[src/rtl/pga_pkg.sv]
package pga_pkg;
    typedef enum logic {
        PH_LOAD = 1'b0,
        PH_RUN  = 1'b1
    } pga_phase_e;
endpackage

[src/rtl/pga_sync_edge.sv]
module pga_sync_edge #(
    parameter int SYNC_STAGES = 2
) (
    input  logic clk,
    input  logic rst_n,
    input  logic async_i,
    output logic rise_o
);
    localparam int DEPTH = SYNC_STAGES + 1;

    typedef struct packed {
        logic [DEPTH-1:0] pipe;
    } st_t;

    st_t st_d, st_q;

    always_comb begin
        st_d = st_q;
        st_d.pipe = {st_q.pipe[DEPTH-2:0], async_i};
    end

    always_ff @(posedge clk or negedge rst_n) begin
        if (!rst_n) st_q <= '0;
        else        st_q <= st_d;
    end

    assign rise_o = st_q.pipe[SYNC_STAGES-1] & ~st_q.pipe[SYNC_STAGES];


    single_rise_chk: assert property (@(posedge clk) disable iff (!rst_n)
        rise_o |=> !rise_o);
endmodule

[src/rtl/pga_gate_timer.sv]
module pga_gate_timer
    import pga_pkg::*;
#(
    parameter int LEN_W = 24
) (
    input  logic             clk,
    input  logic             rst_n,
    input  logic [LEN_W-1:0] gate_len_i,
    output logic             gate_o,
    output logic             win_end_o
);
    typedef struct packed {
        pga_phase_e       phase;
        logic [LEN_W-1:0] cnt;
        logic [LEN_W-1:0] len;
    } st_t;

    st_t st_d, st_q;
    logic [LEN_W-1:0] len_ld;
    logic             last;

    always_comb begin
        len_ld = (gate_len_i == '0) ? LEN_W'(1) : gate_len_i;
        last   = (st_q.phase == PH_RUN) && (st_q.cnt == st_q.len - LEN_W'(1));
        st_d   = st_q;
        if (st_q.phase == PH_LOAD) begin
            st_d.phase = PH_RUN;
            st_d.len   = len_ld;
            st_d.cnt   = '0;
        end else if (last) begin
            st_d.len = len_ld;
            st_d.cnt = '0;
        end else begin
            st_d.cnt = st_q.cnt + LEN_W'(1);
        end
    end

    always_ff @(posedge clk or negedge rst_n) begin
        if (!rst_n) st_q <= '{phase: PH_LOAD, cnt: '0, len: '0};
        else        st_q <= st_d;
    end

    assign gate_o    = (st_q.phase == PH_RUN);
    assign win_end_o = last;


    cnt_in_window_chk: assert property (@(posedge clk) disable iff (!rst_n)
        (st_q.phase == PH_RUN) |-> (st_q.cnt < st_q.len));

    len_hold_chk: assert property (@(posedge clk) disable iff (!rst_n)
        (st_q.phase == PH_RUN && !last) |=> $stable(st_q.len));
endmodule

[src/rtl/pga_sat_counter.sv]
module pga_sat_counter #(
    parameter int CNT_W = 16
) (
    input  logic             clk,
    input  logic             rst_n,
    input  logic             gate_i,
    input  logic             inc_i,
    input  logic             clr_i,
    output logic [CNT_W-1:0] final_o
);
    localparam logic [CNT_W-1:0] MAXV = {CNT_W{1'b1}};

    typedef struct packed {
        logic [CNT_W-1:0] acc;
    } st_t;

    st_t          st_d, st_q;
    logic [CNT_W:0] sum;
    logic [CNT_W-1:0] sat;

    always_comb begin
        sum  = {1'b0, st_q.acc} + {{CNT_W{1'b0}}, inc_i};
        sat  = sum[CNT_W] ? MAXV : sum[CNT_W-1:0];
        st_d = st_q;
        if (clr_i)       st_d.acc = '0;
        else if (gate_i) st_d.acc = sat;
    end

    always_ff @(posedge clk or negedge rst_n) begin
        if (!rst_n) st_q <= '0;
        else        st_q <= st_d;
    end

    assign final_o = sat;


    sat_hold_chk: assert property (@(posedge clk) disable iff (!rst_n)
        (st_q.acc == MAXV && gate_i && !clr_i) |=> (st_q.acc == MAXV));

    closed_gate_chk: assert property (@(posedge clk) disable iff (!rst_n)
        (!gate_i && !clr_i) |=> $stable(st_q.acc));

    clear_chk: assert property (@(posedge clk) disable iff (!rst_n)
        clr_i |=> (st_q.acc == '0));
endmodule

[src/rtl/pulse_gate_adc.sv]
module pulse_gate_adc #(
    parameter int CNT_W       = 16,
    parameter int LEN_W       = 24,
    parameter int SYNC_STAGES = 2
) (
    input  logic             clk,
    input  logic             rst_n,
    input  logic             pulse_in,
    input  logic [LEN_W-1:0] gate_len_i,
    output logic [CNT_W-1:0] result_o,
    output logic             result_valid_o
);
    typedef struct packed {
        logic [CNT_W-1:0] res;
        logic             vld;
    } out_t;

    logic             rise, gate, win_end;
    logic [CNT_W-1:0] final_cnt;
    out_t             out_d, out_q;

    pga_sync_edge #(.SYNC_STAGES(SYNC_STAGES)) u_sync (
        .clk(clk), .rst_n(rst_n), .async_i(pulse_in), .rise_o(rise)
    );

    pga_gate_timer #(.LEN_W(LEN_W)) u_timer (
        .clk(clk), .rst_n(rst_n), .gate_len_i(gate_len_i),
        .gate_o(gate), .win_end_o(win_end)
    );

    pga_sat_counter #(.CNT_W(CNT_W)) u_count (
        .clk(clk), .rst_n(rst_n), .gate_i(gate), .inc_i(rise),
        .clr_i(win_end), .final_o(final_cnt)
    );

    always_comb begin
        out_d     = out_q;
        out_d.vld = win_end;
        if (win_end) out_d.res = final_cnt;
    end

    always_ff @(posedge clk or negedge rst_n) begin
        if (!rst_n) out_q <= '0;
        else        out_q <= out_d;
    end

    assign result_o       = out_q.res;
    assign result_valid_o = out_q.vld;


    result_hold_chk: assert property (@(posedge clk) disable iff (!rst_n)
        !result_valid_o |-> $stable(result_o));

    valid_after_window_chk: assert property (@(posedge clk) disable iff (!rst_n)
        result_valid_o |-> $past(gate));
endmodule

[config.mk]
export PLATFORM = sky130hd
export DESIGN_NAME = pulse_gate_adc
export DESIGN_NICKNAME = d
export VERILOG_FILES = /design/src/rtl/pga_pkg.sv /design/src/rtl/pga_sync_edge.sv /design/src/rtl/pga_gate_timer.sv /design/src/rtl/pga_sat_counter.sv /design/src/rtl/pulse_gate_adc.sv
export SDC_FILE = /design/constraint.sdc
export NUM_CORES = 1
export LEC_CHECK = 0
export ABC_AREA = 0
export BUFFER_PORTS_ARGS = -buffer_cell sky130_fd_sc_hd__clkbuf_2
export CORE_MARGIN = 8
export CORE_UTILIZATION = 45
export CTS_CLUSTER_DIAMETER = 100
export CTS_CLUSTER_SIZE = 10
export DETAILED_ROUTE_END_ITERATION = 16
export GPL_TIMING_DRIVEN = 0
export PLACE_DENSITY = 0.59
export SLEW_MARGIN = 20
export SYNTH_ARGS = -nofsm -noshare
export SYNTH_HDL_FRONTEND = slang
export SYNTH_SLANG_ARGS = --single-unit
[constraint.sdc]
create_clock -name clk -period 10.9 [get_ports clk]
set_clock_uncertainty 0.2 [all_clocks]
set_input_delay 0.545 -clock clk [delete_from_list [all_inputs] [get_ports clk]]
set_output_delay 0.545 -clock clk [all_outputs]
set_load 0.005 [all_outputs]
# --- Word-level counts from Yosys, hierarchy flattened ---
# Cells that the tools add are included.
word_totals:
  register_bits: 85
  in_bits: 27
  elab_cells: 24
op_classes:
  addsub: 3
  n_eq_ne: 2
  n_mux: 7
  bitwise: 2
  n_reduce_logical: 3
op_table:
  columns: ["op", "n"]
  rows:
  - ["24-bit 2-to-1 mux", 3]
  - ["16-bit 2-to-1 mux", 3]
  - ["48-bit 2-to-1 mux", 1]
  - ["24-bit by 1-bit adder with 24-bit output (second input constant)", 1]
  - ["24-bit equality test", 1]
  - ["24-bit logical NOT", 1]
  - ["24-bit by 1-bit subtractor with 24-bit output (second input constant)", 1]
  - ["16-bit by 1-bit adder with 17-bit output", 1]
  - ["2-bit by 1-bit inequality test with 1-bit output (second input constant)", 1]
  - ["2-bit nonzero test", 1]
  - ["1-bit bitwise AND", 1]
  - ["1-bit logical AND", 1]
  - ["1-bit NOT", 1]

# --- Longest topological paths before layout ---
# Gate-level depths: netlist of run 1.
logic_depth:
  depth_word: 6
  ltp_mapped: 13
  depth_no_buf: 10

# --- Hierarchy ---
# From an unflattened synthesis of run 1, not the netlist that was laid out.
hier_totals:
  hier_cells: 475
  hier_area_um2: 4968.5
by_module_without_submodules:
  columns: ["mod", "n_inst", "cells_each", "area_each_um2"]
  rows:
  - ["pga_gate_timer", 1, 310, 3085.5]
  - ["pga_sat_counter", 1, 126, 1119.8]
  - ["pulse_gate_adc", 1, 35, 674.4]
  - ["pga_sync_edge", 1, 4, 88.8]

# --- Worst setup path before layout of run 1 ---
# No wires, ideal clock.
synth_path:
  path_kind: "reg-to-reg"
  start: "register u_timer.st_q[9] (netlist bit)"
  end: "register out_q (netlist bit result_o[0])"
  arrival_ns: 3.580
  required_time_ns: 10.575
  path_slack_ns: 6.995
  stages_incl_launch_ff: 11
  n_path_buf: 3
  period_less_slack_ns: 3.905
  path_cell_list: "dfrtp_1 -> or4_4 -> buf_6 -> or4_1 -> a2111o_1 -> a2111oi_2 -> nand4b_1 -> or4_1 -> buf_6 -> buf_12 -> mux2_4"
synth_between:
  elab_chain_len: 3
synth_rtl:
  columns: ["element", "line_no", "text"]
  rows:
  - ["from (decl)", "pga_gate_timer.sv:18", "st_t st_d, st_q;"]
  - ["from (signal assigned)", "pga_gate_timer.sv:39", "if (!rst_n) st_q <= '{phase: PH_LOAD, cnt: '0, len: '0};"]
  - ["from (signal assigned)", "pga_gate_timer.sv:40", "else st_q <= st_d;"]
  - ["24-bit by 1-bit subtractor with 24-bit output", "pga_gate_timer.sv:24", "last = (st_q.phase == PH_RUN) && (st_q.cnt == st_q.len - LEN_W'(1));"]
  - ["24-bit equality test", "pga_gate_timer.sv:24", null]
  - ["1-bit logical AND", "pga_gate_timer.sv:24", null]
  - ["to (signal assigned)", "pulse_gate_adc.sv:44", "else out_q <= out_d;"]
  - ["to (decl)", "pulse_gate_adc.sv:20", "out_t out_d, out_q;"]
# No other way between the ends.
# A chain may end at the register's enable or synchronous reset.

# --- Final worst setup path of run 1 ---
layout_path:
  start: "register u_timer.st_q[0] (netlist bit)"
  end: "register u_timer.st_q[20] (netlist bit)"
layout_between:
  elab_chain_len: 4
layout_rtl:
  columns: ["element", "line_no"]
  rows:
  - ["24-bit by 1-bit subtractor with 24-bit output", "pga_gate_timer.sv:24"]
  - ["24-bit equality test", "pga_gate_timer.sv:24"]
  - ["1-bit logical AND", "pga_gate_timer.sv:24"]
  - ["2-bit by 1-bit inequality test with 1-bit output (no line)", null]
# No other way between the ends.

==> impl_metrics.yaml, run 1 <==
status:
  status: "finished clean"
timing:
  slew_violations: 0
  post-route-period-util_pct: 39.4
  tightestPinTransition_ns: 0.841
  fmaxAchievable_mhz: 233
  max_slew_margin_pct: 43.5
  min_period_ns: 4.30
  rsz0062_at_grt: "false"
  fin_setup_tns_ns: 0
  finalWorstSetupSlack_ns: 6.60
  hold_violations: 0
  setup_violations: 0
clocking:
  path_clk_slew_ns: 0.10
  cts_made_buffers: 9
  clk_latency_ns: 0.37
  cts_resized: 0
  postCtsSetupRepairBufs: 0
  cts_sinks: 85
  htree_levels: 3
  cts_tree: "yes"
  cts_root_buffer: "clkbuf_8"
  clock_path_buffers: 2
  hold_buffers: 0
floorplanning:
  initial_core_util_pct: 45.6
  boundaryPins: 44
  fp-row-count: 38
  die_w_um: 120
  chipHeight_um: 120
  core-area_mm2: 0.0107
  die_area_mm2: 0.0145
global_routing:
  grt_pass1_vias: 3825
  antenna_found_initial: 0
  overflow: 0
  grt_max_degree: 86
  grt_use_total_pct: 15.9
  grt_pass1_wl_mm: 18.8
placement:
  pre_cts_ws_ns: 6.63
  place.gp.congestion: 0.844
  hpwl_mm: 8.12
  io_buffers: 43
worst_setup_path:
  crit_arrival_ns: 4.34
  critPathMaxStageDelay_ns: 0.66
  rr_endpoint: "u_timer.st_q[20]"
  r2r_slack_ns: 6.60
  worst-path-stages: 11
  required_ns: 10.95
  crit_chain: "inv_1 > ha_1 > or4b_2 > or4b_1 > o21ai_0 > o31a_1 > nand4bb_1 > o41a_1 > buf_2 > buf_1 > mux2_2"
  timing.rr.start: "u_timer.st_q[0]"
  cp_num_buf_inv: 3
  r2r_cells: 11
  cp_top_family: "simple AND/OR/NAND/NOR gates"
  path_class: "reg2reg"
  startpoint_type: "flop"
  cpMaxStageDelayCell: "or4b_2"
  cp-end-kind: "flop"
  critical_path.max_fanout: 10
route:
  vias: 3722
  drt_iter0_drc: 202
  firstDrtPassIters: 4
  drt-total-wl_mm: 11.0
  wire_per_inst_um: 16.2
  viasPerCell: 5.48
  ant_nets: 0
  drc: 0
final_layout:
  layout_commonest_cell: "dfrtp_1"
  mostFrequentLayoutCells: "dfrtp_1 (85), clkbuf_2 (42), xnor2_1 (41), nand2_1 (37), mux2_2 (29)"
  antenna_cells: 0
  multi_input_area_mm2: 0.00261
  final_core_util_pct: 51.3
  nets: 565
  fillers: 1027
  drive_above_1_share_pct: 20.4
  seq_area_mm2: 0.00213
  syn_to_final_growth_pct: 12.3
yosys:
  synth_edf_count: 0
  netlist_instances: 480
  synth.distinct_cells: 60
  synth_area_mm2: 0.00490
  synth_nets: 511
  async_flop_share_pct: 100
  synth_seq_cells: 85
  yosysWarnings: 0
  ys_seq_area_share_pct: 43.4
  syn_area_per_cell_um2: 10.2
  ys.flop_type: "dfrtp_1"
power_and_ir_drop:
  power_density_mw_per_mm2: 122
  p_leak_uw: 0.00240
  vdd_drop_max_mv: 0.0769
job:
  cap_violations: 0
worst_hold_path:
  worst_hold_path_type: "in2async"
-- cell usage after synthesis (3+ instances only) --
cell | instances | area (µm²)
xor2_1 | 24 | 210
and2_1 | 8 | 50.1
or2_2 | 3 | 18.8
nand2_1 | 37 | 139
a22o_1 | 6 | 52.6
nor2_1 | 19 | 71.3
nand3_1 | 16 | 80.1
ha_1 | 4 | 50.1
nor2b_1 | 6 | 37.5
o21ai_0 | 7 | 35.0
mux2_4 | 10 | 150
or3_1 | 3 | 18.8
nor4_1 | 11 | 68.8
o2bb2ai_1 | 3 | 26.3
a31oi_1 | 10 | 62.6
and4_1 | 8 | 70.1
nand4_1 | 8 | 50.1
a21oi_1 | 13 | 65.1
and3_1 | 11 | 68.8
nor3_1 | 27 | 135
dfrtp_1 | 85 | 2130
clkbuf_1 | 22 | 82.6
nand2b_1 | 5 | 31.3
a211oi_1 | 4 | 30.0
or4_1 | 9 | 67.6
mux2_2 | 29 | 327
xnor2_1 | 41 | 359
inv_1 | 7 | 26.3
-- stage by stage --
stage               area, µm²  total power (µW)  hold slack (ns)  instances
CTS                      5510               685           0.0399        679
finish                   5510               675           0.0192        679
global placement         5300               440            0.135        663
detailed placement       5300               444            0.143        663
floorplan                4900               413           0.0494        480
global route             5510               711           0.0664        679
-- area by class of cell --
type	count	area share, %
Sequential cell	85	38.6
Multi-Input combinational cell	360	47.4
Timing Repair Buffer	43	4.07
Clock buffer	9	2.25
Tap cell	140	3.18
Inverter	7	0.477
Clock inverter	7	1.48
Buffer	28	2.50
-- worst reg2reg max path, cell delays in order (launching register included) --
cell       delay (ns)
dfrtp_1          0.42
inv_1            0.09
ha_1             0.21
or4b_2           0.66
or4b_1           0.60
o21ai_0          0.18
o31a_1           0.24
nand4bb_1        0.20
o41a_1           0.18
buf_2            0.26
buf_1            0.54
mux2_2           0.41
-- registers in the layout, summed over array words and instances, names as in the netlist --
signal and cells:
u_timer.st_q 48, result_o 16, u_count.st_q 16, u_sync.st_q 3
result_valid_o 1, u_timer.gate_o 1
-- power breakdown --
group / internal (µW) / switching (µW)
Combinational: 39.7 / 45.5
Clock: 110 / 128
Sequential: 331 / 20.2
-- kinds of logic after synthesis --
family	after synthesis	share of synthesized area [%]
muxes	41	10.1
DFF	85	43.4
and+or+nand+nor	185	21.1
other	1	0.0765
buffers and inverters	35	3.34
adders and majority gates	4	1.02
xor gates and xnor gates	65	11.6
AOI/OAI and AO/OA	64	9.34
-- worst max path at each step --
stage	startpoint	endpoint	slack [ns]
2_1_floorplan	u_timer.st_q[9]	result_o[0]	7.00
3_3_place_gp	u_timer.st_q[0]	u_timer.st_q[18]	6.70
3_5_place_dp	u_timer.st_q[0]	u_timer.st_q[20]	6.63
4_1_cts	u_timer.st_q[0]	u_timer.st_q[20]	6.59
5_1_grt	u_timer.st_q[3]	u_count.st_q[2]	6.34
6_report	u_timer.st_q[0]	u_timer.st_q[20]	6.60
-- routing by layer --
metal  wire, µm  up-vias  GRT usage (%)
met5          0        -              0
met4         91        0           4.06
met3        354        7           3.45
met2       5550       61           27.7
met1       5040     1793           19.5
li1           -     1861              -
Power figures use the tool's default switching activity.
==> run 2: changes to the inputs <==
==> constraint.sdc (replaced) <==
create_clock -name clk -period 4.4 [get_ports clk]
set_clock_uncertainty 0.2 [all_clocks]
set_input_delay 0.22 -clock clk [delete_from_list [all_inputs] [get_ports clk]]
set_output_delay 0.22 -clock clk [all_outputs]
set_load 0.005 [all_outputs]
==> run 2 against run 1 <==
Effect of this change: wire length rose by 2.4%; first-iteration DRC count increased by 0.50%; final area up 4.9%; critical endpoint is now result_o[13].
==> impl_metrics.yaml, run 2 (synthesis gave the netlist of run 1 again) <==
power_and_ir_drop:
  vdd_drop_max_mv: 0.194
  power_density_mw_per_mm2: 292
  p_leak_uw: 0.00252
floorplanning:
  die_area_mm2: 0.0145
  boundaryPins: 44
  chipHeight_um: 120
  fp-row-count: 38
  die_w_um: 120
  initial_core_util_pct: 45.6
  core-area_mm2: 0.0107
timing:
  fmaxAchievable_mhz: 237
  fin_setup_tns_ns: 0
  max_slew_margin_pct: 42.7
  setup_violations: 0
  rsz0062_at_grt: "true"
  tightestPinTransition_ns: 0.852
  post-route-period-util_pct: 96.0
  slew_violations: 0
  min_period_ns: 4.22
  hold_violations: 0
worst_setup_path:
  timing.rr.start: "u_timer.st_q[0]"
  crit_start: "u_timer.st_q[0]"
  r2r_cells: 11
  r2r_slack_ns: 0.18
  crit_arrival_ns: 4.29
  cp-end-kind: "flop"
  path_class: "reg2reg"
  critical_path.max_fanout: 10
  rr_endpoint: "result_o[13]"
  required_ns: 4.46
  startpoint_type: "flop"
status:
  status: "finished clean"
final_layout:
  nets: 591
  fillers: 997
  layout_commonest_cell: "dfrtp_1"
  antenna_cells: 0
  drive_above_1_share_pct: 20.0
  syn_to_final_growth_pct: 17.8
  top_register: "u_timer.st_q"
  multi_input_area_mm2: 0.00262
  mostFrequentLayoutCells: "dfrtp_1 (85), clkbuf_2 (44), xnor2_1 (41), nand2_1 (37), mux2_2 (29)"
  largest_reg_flops: 48
  seq_area_mm2: 0.00213
  stdcell_count: 705
global_routing:
  grt_max_degree: 86
  grt_use_total_pct: 16.2
  antenna_found_initial: 0
  grt_pass1_wl_mm: 19.2
  grt_pass1_vias: 3906
  overflow: 0
placement:
  place.gp.congestion: 0.844
  io_buffers: 43
  dpl.cell_count: 663
  hpwl_mm: 8.12
route:
  firstDrtPassIters: 4
  drt-total-wl_mm: 11.3
  drc: 0
  drt_iter0_drc: 203
  ant_nets: 0
  wire_per_inst_um: 16.0
  vias: 3844
  viasPerCell: 5.45
clocking:
  cts_sinks: 85
  clk_latency_ns: 0.37
  cts_root_buffer: "clkbuf_8"
  postCtsSetupRepairBufs: 0
  cts_made_buffers: 9
  cts_tree: "yes"
  path_clk_slew_ns: 0.10
  clock_path_buffers: 2
  htree_levels: 3
worst_hold_path:
  worst_hold_path_type: "reg2reg"
  timing.hold.worst_endpoint: "u_sync.st_q[2]"
  hp-start: "u_sync.st_q[1]"
  min_path_cells: 0
job:
  cap_violations: 0
==> run 2: how the worst max path moves through the flow <==
| stage | endpoint | cells past startpoint |
|---|---|---|
| 2_1_floorplan | result_o[0] | 10 |
| 3_3_place_gp | u_timer.st_q[18] | 10 |
| 3_5_place_dp | u_timer.st_q[20] | 11 |
| 4_1_cts | u_timer.st_q[20] | 11 |
| 5_1_grt | u_count.st_q[2] | 10 |
| 6_report | result_o[13] | 11 |
==> run 2: metrics by stage <==
stage / util [%] / hold WS, ns / instance area, µm² / setup WS [ns] / total power [µW]
finish: 53.8 / 0.159 / 5780 / 0.175 / 1690
detailed placement: 49.4 / 0.126 / 5300 / 0.133 / 1100
floorplan: - / -0.276 / 4900 / 0.495 / 1020
global route: 53.8 / 0.167 / 5780 / -0.0803 / 1780
CTS: 53.7 / 0.163 / 5770 / 0.0910 / 1710
global placement: 49.3 / 0.130 / 5300 / 0.195 / 1090
==> run 2: timing repair <==
item / CTS / global route
gates resized for setup: 0 / 3
endpoints found under the setup margin: 0 / 55
hold buffers: 26 / 0
endpoints found under the hold margin: 110 / 0
==> run 2: power by group <==
part,internal (µW),switching (µW),leakage [µW],total (µW)
Clock,272,316,0.000106,588
Combinational,114,116,0.00130,230
Sequential,821,51.2,0.00111,872
==> run 2: area by class of cell <==
cell class | count | area share, %
clock inverter | 7 | 1.41
clock buffer | 9 | 2.14
buffer | 28 | 2.43
tap | 140 | 3.03
timing repair buffer | 69 | 8.38
inverter | 7 | 0.455
sequential | 85 | 36.8
multi-input combinational | 360 | 45.3
==> run 2: layer usage <==
| layer | up-vias | global-route usage (%) | part of all wire (%) |
|---|---|---|---|
| met1 | 1853 | 19.6 | 45 |
| li1 | 1918 | - | - |
| met3 | 4 | 3.59 | 3.9 |
| met2 | 69 | 28.7 | 51 |
| met4 | 0 | 4.06 | 0.50 |
| met5 | - | 0 | 0 |
==> run 2: worst max-delay path: stages, from the launching register on <==
cell and delay, ns:
dfrtp_1 0.41, inv_1 0.09, ha_1 0.21, or4b_2 0.66
or4b_1 0.60, nor3_1 0.24, xnor2_1 0.11, or3_1 0.42
or4_1 0.55, buf_6 0.18, buf_12 0.15, mux2_4 0.29
